### config.mk
export PLATFORM = sky130hd
export DESIGN_NAME = i2c_ackstop_seq
export DESIGN_NICKNAME = d
export VERILOG_FILES = /design/src/rtl/i2c_as_pkg.sv /design/src/rtl/i2c_as_sync.sv /design/src/rtl/i2c_as_timer.sv /design/src/rtl/i2c_as_txbuf.sv /design/src/rtl/i2c_as_fsm.sv /design/src/rtl/i2c_ackstop_seq.sv
export SDC_FILE = /design/constraint.sdc
export NUM_CORES = 1
export LEC_CHECK = 0
export BUFFER_PORTS_ARGS = -buffer_cell sky130_fd_sc_hd__clkbuf_2
export CAP_MARGIN = 20
export CORE_MARGIN = 5
export CORE_UTILIZATION = 57
export DETAILED_ROUTE_END_ITERATION = 8
export PLACE_DENSITY = 0.84
export SLEW_MARGIN = 30
export SYNTH_ARGS = -nofsm -noshare
export SYNTH_HDL_FRONTEND = slang
export SYNTH_SLANG_ARGS = --single-unit
### constraint.sdc
create_clock -name clk -period 3.8 [get_ports clk]
set_input_delay 0 -clock clk [delete_from_list [all_inputs] [get_ports clk]]
set_output_delay 0 -clock clk [all_outputs]
set_load 0.05 [all_outputs]
### src/rtl/i2c_as_pkg.sv
package i2c_as_pkg;

    typedef enum logic [3:0] {
        SQ_IDLE,
        SQ_ACK_LOW,
        SQ_ACK_WAIT,
        SQ_ACK_HIGH,
        SQ_STP_SDA,
        SQ_STP_SCL,
        SQ_STP_REL,
        SQ_STP_WAIT,
        SQ_STP_FIN
    } seq_state_e;

    typedef struct packed {
        logic scl;
        logic sda;
    } line_pair_t;

    function automatic logic in_stop(seq_state_e s);
        return (s == SQ_STP_SDA) || (s == SQ_STP_SCL) || (s == SQ_STP_REL) ||
               (s == SQ_STP_WAIT) || (s == SQ_STP_FIN);
    endfunction

endpackage

### src/rtl/i2c_as_sync.sv
module i2c_as_sync #(
    parameter int W      = 2,
    parameter int STAGES = 2
) (
    input  logic         clk,
    input  logic         rst,
    input  logic [W-1:0] d,
    output logic [W-1:0] q
);
    logic [W-1:0] chain [STAGES];

    generate
        for (genvar i = 0; i < STAGES; i++) begin : g_stage
            if (i == 0) begin : g_first
                always_ff @(posedge clk) begin
                    if (rst) chain[i] <= '1;
                    else     chain[i] <= d;
                end
            end else begin : g_next
                always_ff @(posedge clk) begin
                    if (rst) chain[i] <= '1;
                    else     chain[i] <= chain[i-1];
                end
            end
        end
    endgenerate

    assign q = chain[STAGES-1];
endmodule

### src/rtl/i2c_as_timer.sv
module i2c_as_timer #(
    parameter int CW = 8
) (
    input  logic          clk,
    input  logic          rst,
    input  logic          load,
    input  logic [CW-1:0] reload,
    output logic          tick
);
    logic [CW-1:0] cnt;
    logic          run;

    always_ff @(posedge clk) begin
        if (rst) begin
            cnt <= '0;
            run <= 1'b0;
        end else if (load) begin
            cnt <= reload;
            run <= 1'b1;
        end else if (run) begin
            if (cnt == '0) run <= 1'b0;
            else           cnt <= cnt - 1'b1;
        end
    end

    assign tick = run && (cnt == '0);

    p_load_value_r3: assert property (@(posedge clk) disable iff (rst)
        load |=> run && (cnt == $past(reload)));
    p_tick_ends_run_r3: assert property (@(posedge clk) disable iff (rst)
        (tick && !load) |=> !run);
endmodule

### src/rtl/i2c_as_txbuf.sv
module i2c_as_txbuf #(
    parameter int DW = 8
) (
    input  logic          clk,
    input  logic          rst,
    input  logic          busy,
    input  logic          wr,
    input  logic [DW-1:0] wdata,
    input  logic          clr,
    output logic [DW-1:0] q,
    output logic          wcol
);
    always_ff @(posedge clk) begin
        if (rst) begin
            q    <= '0;
            wcol <= 1'b0;
        end else begin
            if (wr && busy)  wcol <= 1'b1;
            else if (clr)    wcol <= 1'b0;
            if (wr && !busy) q <= wdata;
        end
    end

    p_wcol_keep_r7: assert property (@(posedge clk) disable iff (rst)
        (wr && busy) |=> wcol && $stable(q));
endmodule

### src/rtl/i2c_as_fsm.sv
module i2c_as_fsm
    import i2c_as_pkg::*;
(
    input  logic       clk,
    input  logic       rst,
    input  logic       ack_go,
    input  logic       stop_go,
    input  logic       ack_bit,
    input  line_pair_t lines_s,
    input  logic       tick,
    output logic       cnt_load,
    output logic       scl_drv_low,
    output logic       sda_drv_low,
    output logic       busy,
    output logic       ack_done,
    output logic       stop_seen,
    output logic       irq
);
    seq_state_e state;
    logic       stop_pend;
    logic       go_ack, go_stop;

    always_comb begin
        go_ack  = (state == SQ_IDLE) && !stop_pend && ack_go;
        go_stop = (state == SQ_IDLE) && (stop_pend || (!ack_go && stop_go));
        unique case (state)
            SQ_IDLE:     cnt_load = go_ack;
            SQ_ACK_WAIT: cnt_load = lines_s.scl;
            SQ_STP_SDA:  cnt_load = !lines_s.sda;
            SQ_STP_SCL:  cnt_load = tick;
            SQ_STP_WAIT: cnt_load = lines_s.scl && lines_s.sda;
            default:     cnt_load = 1'b0;
        endcase
    end

    assign busy = (state != SQ_IDLE) || stop_pend;

    always_ff @(posedge clk) begin
        if (rst) begin
            state       <= SQ_IDLE;
            stop_pend   <= 1'b0;
            scl_drv_low <= 1'b0;
            sda_drv_low <= 1'b0;
            ack_done    <= 1'b0;
            stop_seen   <= 1'b0;
            irq         <= 1'b0;
        end else begin
            irq <= 1'b0;
            unique case (state)
                SQ_IDLE: begin
                    if (go_ack) begin
                        state       <= SQ_ACK_LOW;
                        scl_drv_low <= 1'b1;
                        sda_drv_low <= !ack_bit;
                        ack_done    <= 1'b0;
                        stop_pend   <= stop_go;
                    end else if (go_stop) begin
                        state       <= SQ_STP_SDA;
                        scl_drv_low <= 1'b1;
                        sda_drv_low <= 1'b1;
                        stop_seen   <= 1'b0;
                        stop_pend   <= 1'b0;
                    end
                end
                SQ_ACK_LOW: if (tick) begin
                    scl_drv_low <= 1'b0;
                    state       <= SQ_ACK_WAIT;
                end
                SQ_ACK_WAIT: if (lines_s.scl) state <= SQ_ACK_HIGH;
                SQ_ACK_HIGH: if (tick) begin
                    scl_drv_low <= 1'b1;
                    ack_done    <= 1'b1;
                    irq         <= 1'b1;
                    state       <= SQ_IDLE;
                end
                SQ_STP_SDA: if (!lines_s.sda) state <= SQ_STP_SCL;
                SQ_STP_SCL: if (tick) begin
                    scl_drv_low <= 1'b0;
                    state       <= SQ_STP_REL;
                end
                SQ_STP_REL: if (tick) begin
                    sda_drv_low <= 1'b0;
                    state       <= SQ_STP_WAIT;
                end
                SQ_STP_WAIT: if (lines_s.scl && lines_s.sda) begin
                    stop_seen <= 1'b1;
                    state     <= SQ_STP_FIN;
                end
                SQ_STP_FIN: if (tick) begin
                    irq   <= 1'b1;
                    state <= SQ_IDLE;
                end
                default: state <= SQ_IDLE;
            endcase
        end
    end

    p_ack_entry_r2: assert property (@(posedge clk) disable iff (rst)
        go_ack |=> scl_drv_low && (sda_drv_low == !$past(ack_bit)) && busy);
    p_high_waits_sync_r3: assert property (@(posedge clk) disable iff (rst)
        (state == SQ_ACK_WAIT && !lines_s.scl) |=> (state == SQ_ACK_WAIT) && !scl_drv_low);
    p_ack_end_r4: assert property (@(posedge clk) disable iff (rst)
        (state == SQ_ACK_HIGH && tick) |=> scl_drv_low && irq && ack_done);
    p_irq_single_r4: assert property (@(posedge clk) disable iff (rst)
        irq |=> !irq);
    p_stop_entry_r5: assert property (@(posedge clk) disable iff (rst)
        go_stop |=> scl_drv_low && sda_drv_low && in_stop(state));
    p_sda_after_scl_r5: assert property (@(posedge clk) disable iff (rst)
        (state == SQ_STP_REL && tick) |=> !sda_drv_low && !scl_drv_low);
    p_stop_seen_r6: assert property (@(posedge clk) disable iff (rst)
        $rose(stop_seen) |-> $past(lines_s.scl && lines_s.sda));
    p_pend_order_r8: assert property (@(posedge clk) disable iff (rst)
        (state == SQ_IDLE && stop_pend) |=> (state == SQ_STP_SDA));
endmodule

### src/rtl/i2c_ackstop_seq.sv
module i2c_ackstop_seq
    import i2c_as_pkg::*;
#(
    parameter int CW = 8,
    parameter int DW = 8
) (
    input  logic          clk,
    input  logic          rst,
    input  logic          ack_go,
    input  logic          stop_go,
    input  logic          ack_bit,
    input  logic [CW-1:0] reload,
    input  logic          scl_in,
    input  logic          sda_in,
    input  logic          txbuf_wr,
    input  logic [DW-1:0] txbuf_wdata,
    input  logic          wcol_clr,
    output logic          scl_drv_low,
    output logic          sda_drv_low,
    output logic          busy,
    output logic          ack_done,
    output logic          stop_seen,
    output logic          irq,
    output logic          wcol,
    output logic [DW-1:0] txbuf_q
);
    localparam int LW = $bits(line_pair_t);

    line_pair_t lines_s;
    logic [LW-1:0] lines_raw, lines_q;
    logic          tick, cnt_load;

    assign lines_raw = {scl_in, sda_in};
    assign lines_s   = line_pair_t'(lines_q);

    i2c_as_sync #(.W(LW), .STAGES(2)) u_sync (
        .clk (clk), .rst (rst), .d (lines_raw), .q (lines_q)
    );

    i2c_as_timer #(.CW(CW)) u_timer (
        .clk (clk), .rst (rst), .load (cnt_load), .reload (reload), .tick (tick)
    );

    i2c_as_fsm u_fsm (
        .clk         (clk),
        .rst         (rst),
        .ack_go      (ack_go),
        .stop_go     (stop_go),
        .ack_bit     (ack_bit),
        .lines_s     (lines_s),
        .tick        (tick),
        .cnt_load    (cnt_load),
        .scl_drv_low (scl_drv_low),
        .sda_drv_low (sda_drv_low),
        .busy        (busy),
        .ack_done    (ack_done),
        .stop_seen   (stop_seen),
        .irq         (irq)
    );

    i2c_as_txbuf #(.DW(DW)) u_txbuf (
        .clk   (clk),
        .rst   (rst),
        .busy  (busy),
        .wr    (txbuf_wr),
        .wdata (txbuf_wdata),
        .clr   (wcol_clr),
        .q     (txbuf_q),
        .wcol  (wcol)
    );
endmodule

==> results.yml <==
place:
  io_buffers: 39
  gp_congestion: 0.814
  dpl.hpwl_um: 2500
  place_inst: 259
  pre_cts_ws_ps: 1690
clocking:
  path_clk_slew_ps: 110
  root_buffer: "clkbuf_4"
  clock_path_buffers: 2
  cts_tree: "built"
  postCtsSetupRepairBufs: 0
  cts.htree.levels: 2
  clock_sinks: 32
  cts_inserted_buffers: 5
  clk-insertion-delay-late_ps: 340
power:
  netSwitchingPower_mw: 0.880
  vdd_drop_max_mv: 0.635
  power_density_nw_per_um2: 860
  fin_total_pwr_mw: 1.85
  power.internal_mw: 0.966
  clkPwrFrac_pct: 14.2
  switching_share_pct: 47.7
  comb_power_share_pct: 54.3
  pwr-share-seq_pct: 31.5
  p_leak_nw: 0.882
global_route:
  antenna_found_initial: 0
  grtUsageTotal_pct: 22.0
  grt_overflow: 0
  use_met2_pct: 37.4
  busiest_layer: "met2"
  gr-usage-met1_pct: 26.2
  grt_max_degree: 33
  grt_pass1_wl_um: 7160
  grt_pass1_vias: 1531
  use_met3_pct: 5.53
floorplanning:
  io-pin-count: 40
  dieArea_sq_um: 4150
  coreArea_sq_um: 2810
  core.rowCount: 19
  fp.dieH_um: 64.4
  start_util_pct: 60.2
  die_x_um: 64.4
layout:
  drive_gt1_share_pct: 26.2
  final_nets: 282
  area_growth_syn_to_layout_pct: 27.2
  layout.cells.non_filler: 287
  antennaDiodeCount: 0
critical_path:
  reg2reg_to: "u_timer.cnt[2]"
  endpoint_kind: "flip-flop"
  path_class: "reg -> reg"
  crit_arrival_ps: 2410
  cp_max_fo: 17
  critPathLaunch: "u_fsm.state[3]"
  cpMaxStageDelayCell: "dfxtp_1"
  cp.required_ps: 4060
  critPathCapture: "u_timer.cnt[2]"
  critical-path-max-stage-delay_ps: 680
  r2r_slack_ps: 1650
  startpoint_type: "flip-flop"
  worst-r2r-cell-count: 5
  rr_startpoint: "u_fsm.state[3]"
  path_cells: "nand2b_1 > a2bb2oi_1 > o311a_1 > nor2_1 > nor3_1"
drt:
  dr.pass1.iters: 4
  num_vias: 1667
  ant_nets: 0
  drt-initial-drc-count: 108
  drc: 0
  routed_wl_um: 4350
  via_per_inst: 5.81
  drt-wirelength-per-cell_um: 15.1
logic_synthesis:
  yosysSeqAreaShare_pct: 38.0
  synthCells: 200
  synth_edf_count: 0
  syn_area_sq_um: 1690
  synth.ff_latch_count: 32
  ys.flop_type: "dfxtp_1"
  synth_cell_type_count: 50
  yosysWarnings: 0
  syn-num-nets: 227
  syn_avg_cell_area_sq_um: 8.44
  async_flop_share_pct: 0
sta:
  finalSetupViolCount: 0
  rsz0062_at_grt: "false"
  period_share_pct: 56.5
  maxSlewViolCount: 0
  tns_ps: 0
  period_needed_ps: 2150
  finalHoldViolCount: 0
  max_slew_margin_pct: 53.9
  skew_ps: 6.73
  clock.fmax_mhz: 465
  fin_ws_ps: 1650
  worstMarginPinSlew_ps: 691
outcome:
  outcome: "finished, final reports clean"
worst_hold_path:
  hp-class: "in -> reg"
flow_run:
  maxCapViolations: 0
cells in the final DEF (no fill, tap or decap), drive strengths merged, types with 4 or more instances in the layout:
cell type / instances
a211oi: 7
or2: 4
dfxtp: 32
nor4: 4
nor2b: 4
nor3: 9
o21ai: 8
dlygate4sd3: 20
a21oi: 21
clkbuf: 45
mux2i: 7
nand2: 15
nor2: 28
nand3: 11
registers in the layout (all words and copies together) (netlist names):
name	cells
u_sync.chain	4
u_timer.run	1
u_txbuf.q	8
u_fsm.irq	1
u_fsm.ack_done	1
u_fsm.sda_drv_low	1
u_fsm.scl_drv_low	1
u_fsm.state	4
u_txbuf.wcol	1
u_timer.cnt	8
u_fsm.stop_pend	1
u_fsm.stop_seen	1
per-stage QoR:
| step | hold WS, ps | utilization, % | area, sq um |
|---|---|---|---|
| 3_5_place_dp | 184 | 66.7 | 1870 |
| 2_1_floorplan | 104 | - | 1690 |
| 4_1_cts | 17.6 | 76.5 | 2150 |
| 3_3_place_gp | 187 | 66.7 | 1870 |
| 6_report | 24.4 | 76.5 | 2150 |
| 5_1_grt | 41.3 | 76.5 | 2150 |
how the worst min path moves through the flow:
stage	startpoint	to	depth (start not counted)
CTS	txbuf_wr	u_txbuf.q[6]	3
global placement	sda_in	u_sync.chain[0][0]	2
finish	ack_bit	u_fsm.sda_drv_low	4
detailed placement	sda_in	u_sync.chain[0][0]	2
global route	txbuf_wr	u_txbuf.q[7]	3
floorplan	sda_in	u_sync.chain[0][0]	1
cell type report:
class                      count  area [sq um]
tap                           31          38.8
sequential                    32           641
inverter                       3          11.3
clock buffer                   6          41.3
fill                         192           658
multi-input combinational    154           985
clock inverter                 2          35.0
timing repair buffer          59           395
power groups by stage:
stage	clock [mW]	sequential [mW]	combinational (mW)
after floorplan	0	0.621	0.760
after global placement	0	0.579	0.944
after detailed placement	0	0.582	0.963
after CTS	0.261	0.577	0.984
after global routing	0.277	0.600	1.10
final	0.263	0.582	1.00
cells by family (layout without fill, tap and decap cells):
kind of cell | after synthesis | after routing | synth area share [%]
simple gates | 99 | 99 | 34.8
buf+inv | 14 | 70 | 3.71
xor+xnor | 2 | 2 | 1.04
flops | 32 | 32 | 38.0
fa+ha+maj | 2 | 2 | 1.48
mux | 7 | 7 | 4.15
compound gates | 44 | 44 | 16.9
per-layer routing:
metal	share of wire (%)	wire, um
met5	0	0
met4	2.6	111
met3	7.2	312
met2	48	2110
met1	42	1820
cell usage after synthesis, types with 3 or more instances:
master	count	area share, %
dfxtp_1	32	38
nor2_1	25	5.6
a21oi_1	21	6.2
nand2_1	15	3.3
nand3_1	11	3.3
nor3_1	8	2.4
mux2i_1	7	4.2
o21ai_0	7	2.1
buf_2	5	1.5
a211oi_2	4	3.0
clkbuf_1	4	0.89
nor2b_1	4	1.5
or2_2	4	1.5
a211oi_1	3	1.3
and3b_1	3	1.6
inv_1	3	0.67
nand2b_1	3	1.1
nor4_2	3	2.2
critical path: cells and delay by family (launching register included):
family | cells | cell delay [ps]
AO/OA/AOI/OAI | 2 | 780
flip-flops | 1 | 680
AND/OR/NAND/NOR | 3 | 600
repair_timing:
action                    in CTS  in global routing
resized for setup              0                  0
hold buffers                  20                  0
hold endpoints to repair      20                  0
(Power assumes the default switching activity.)
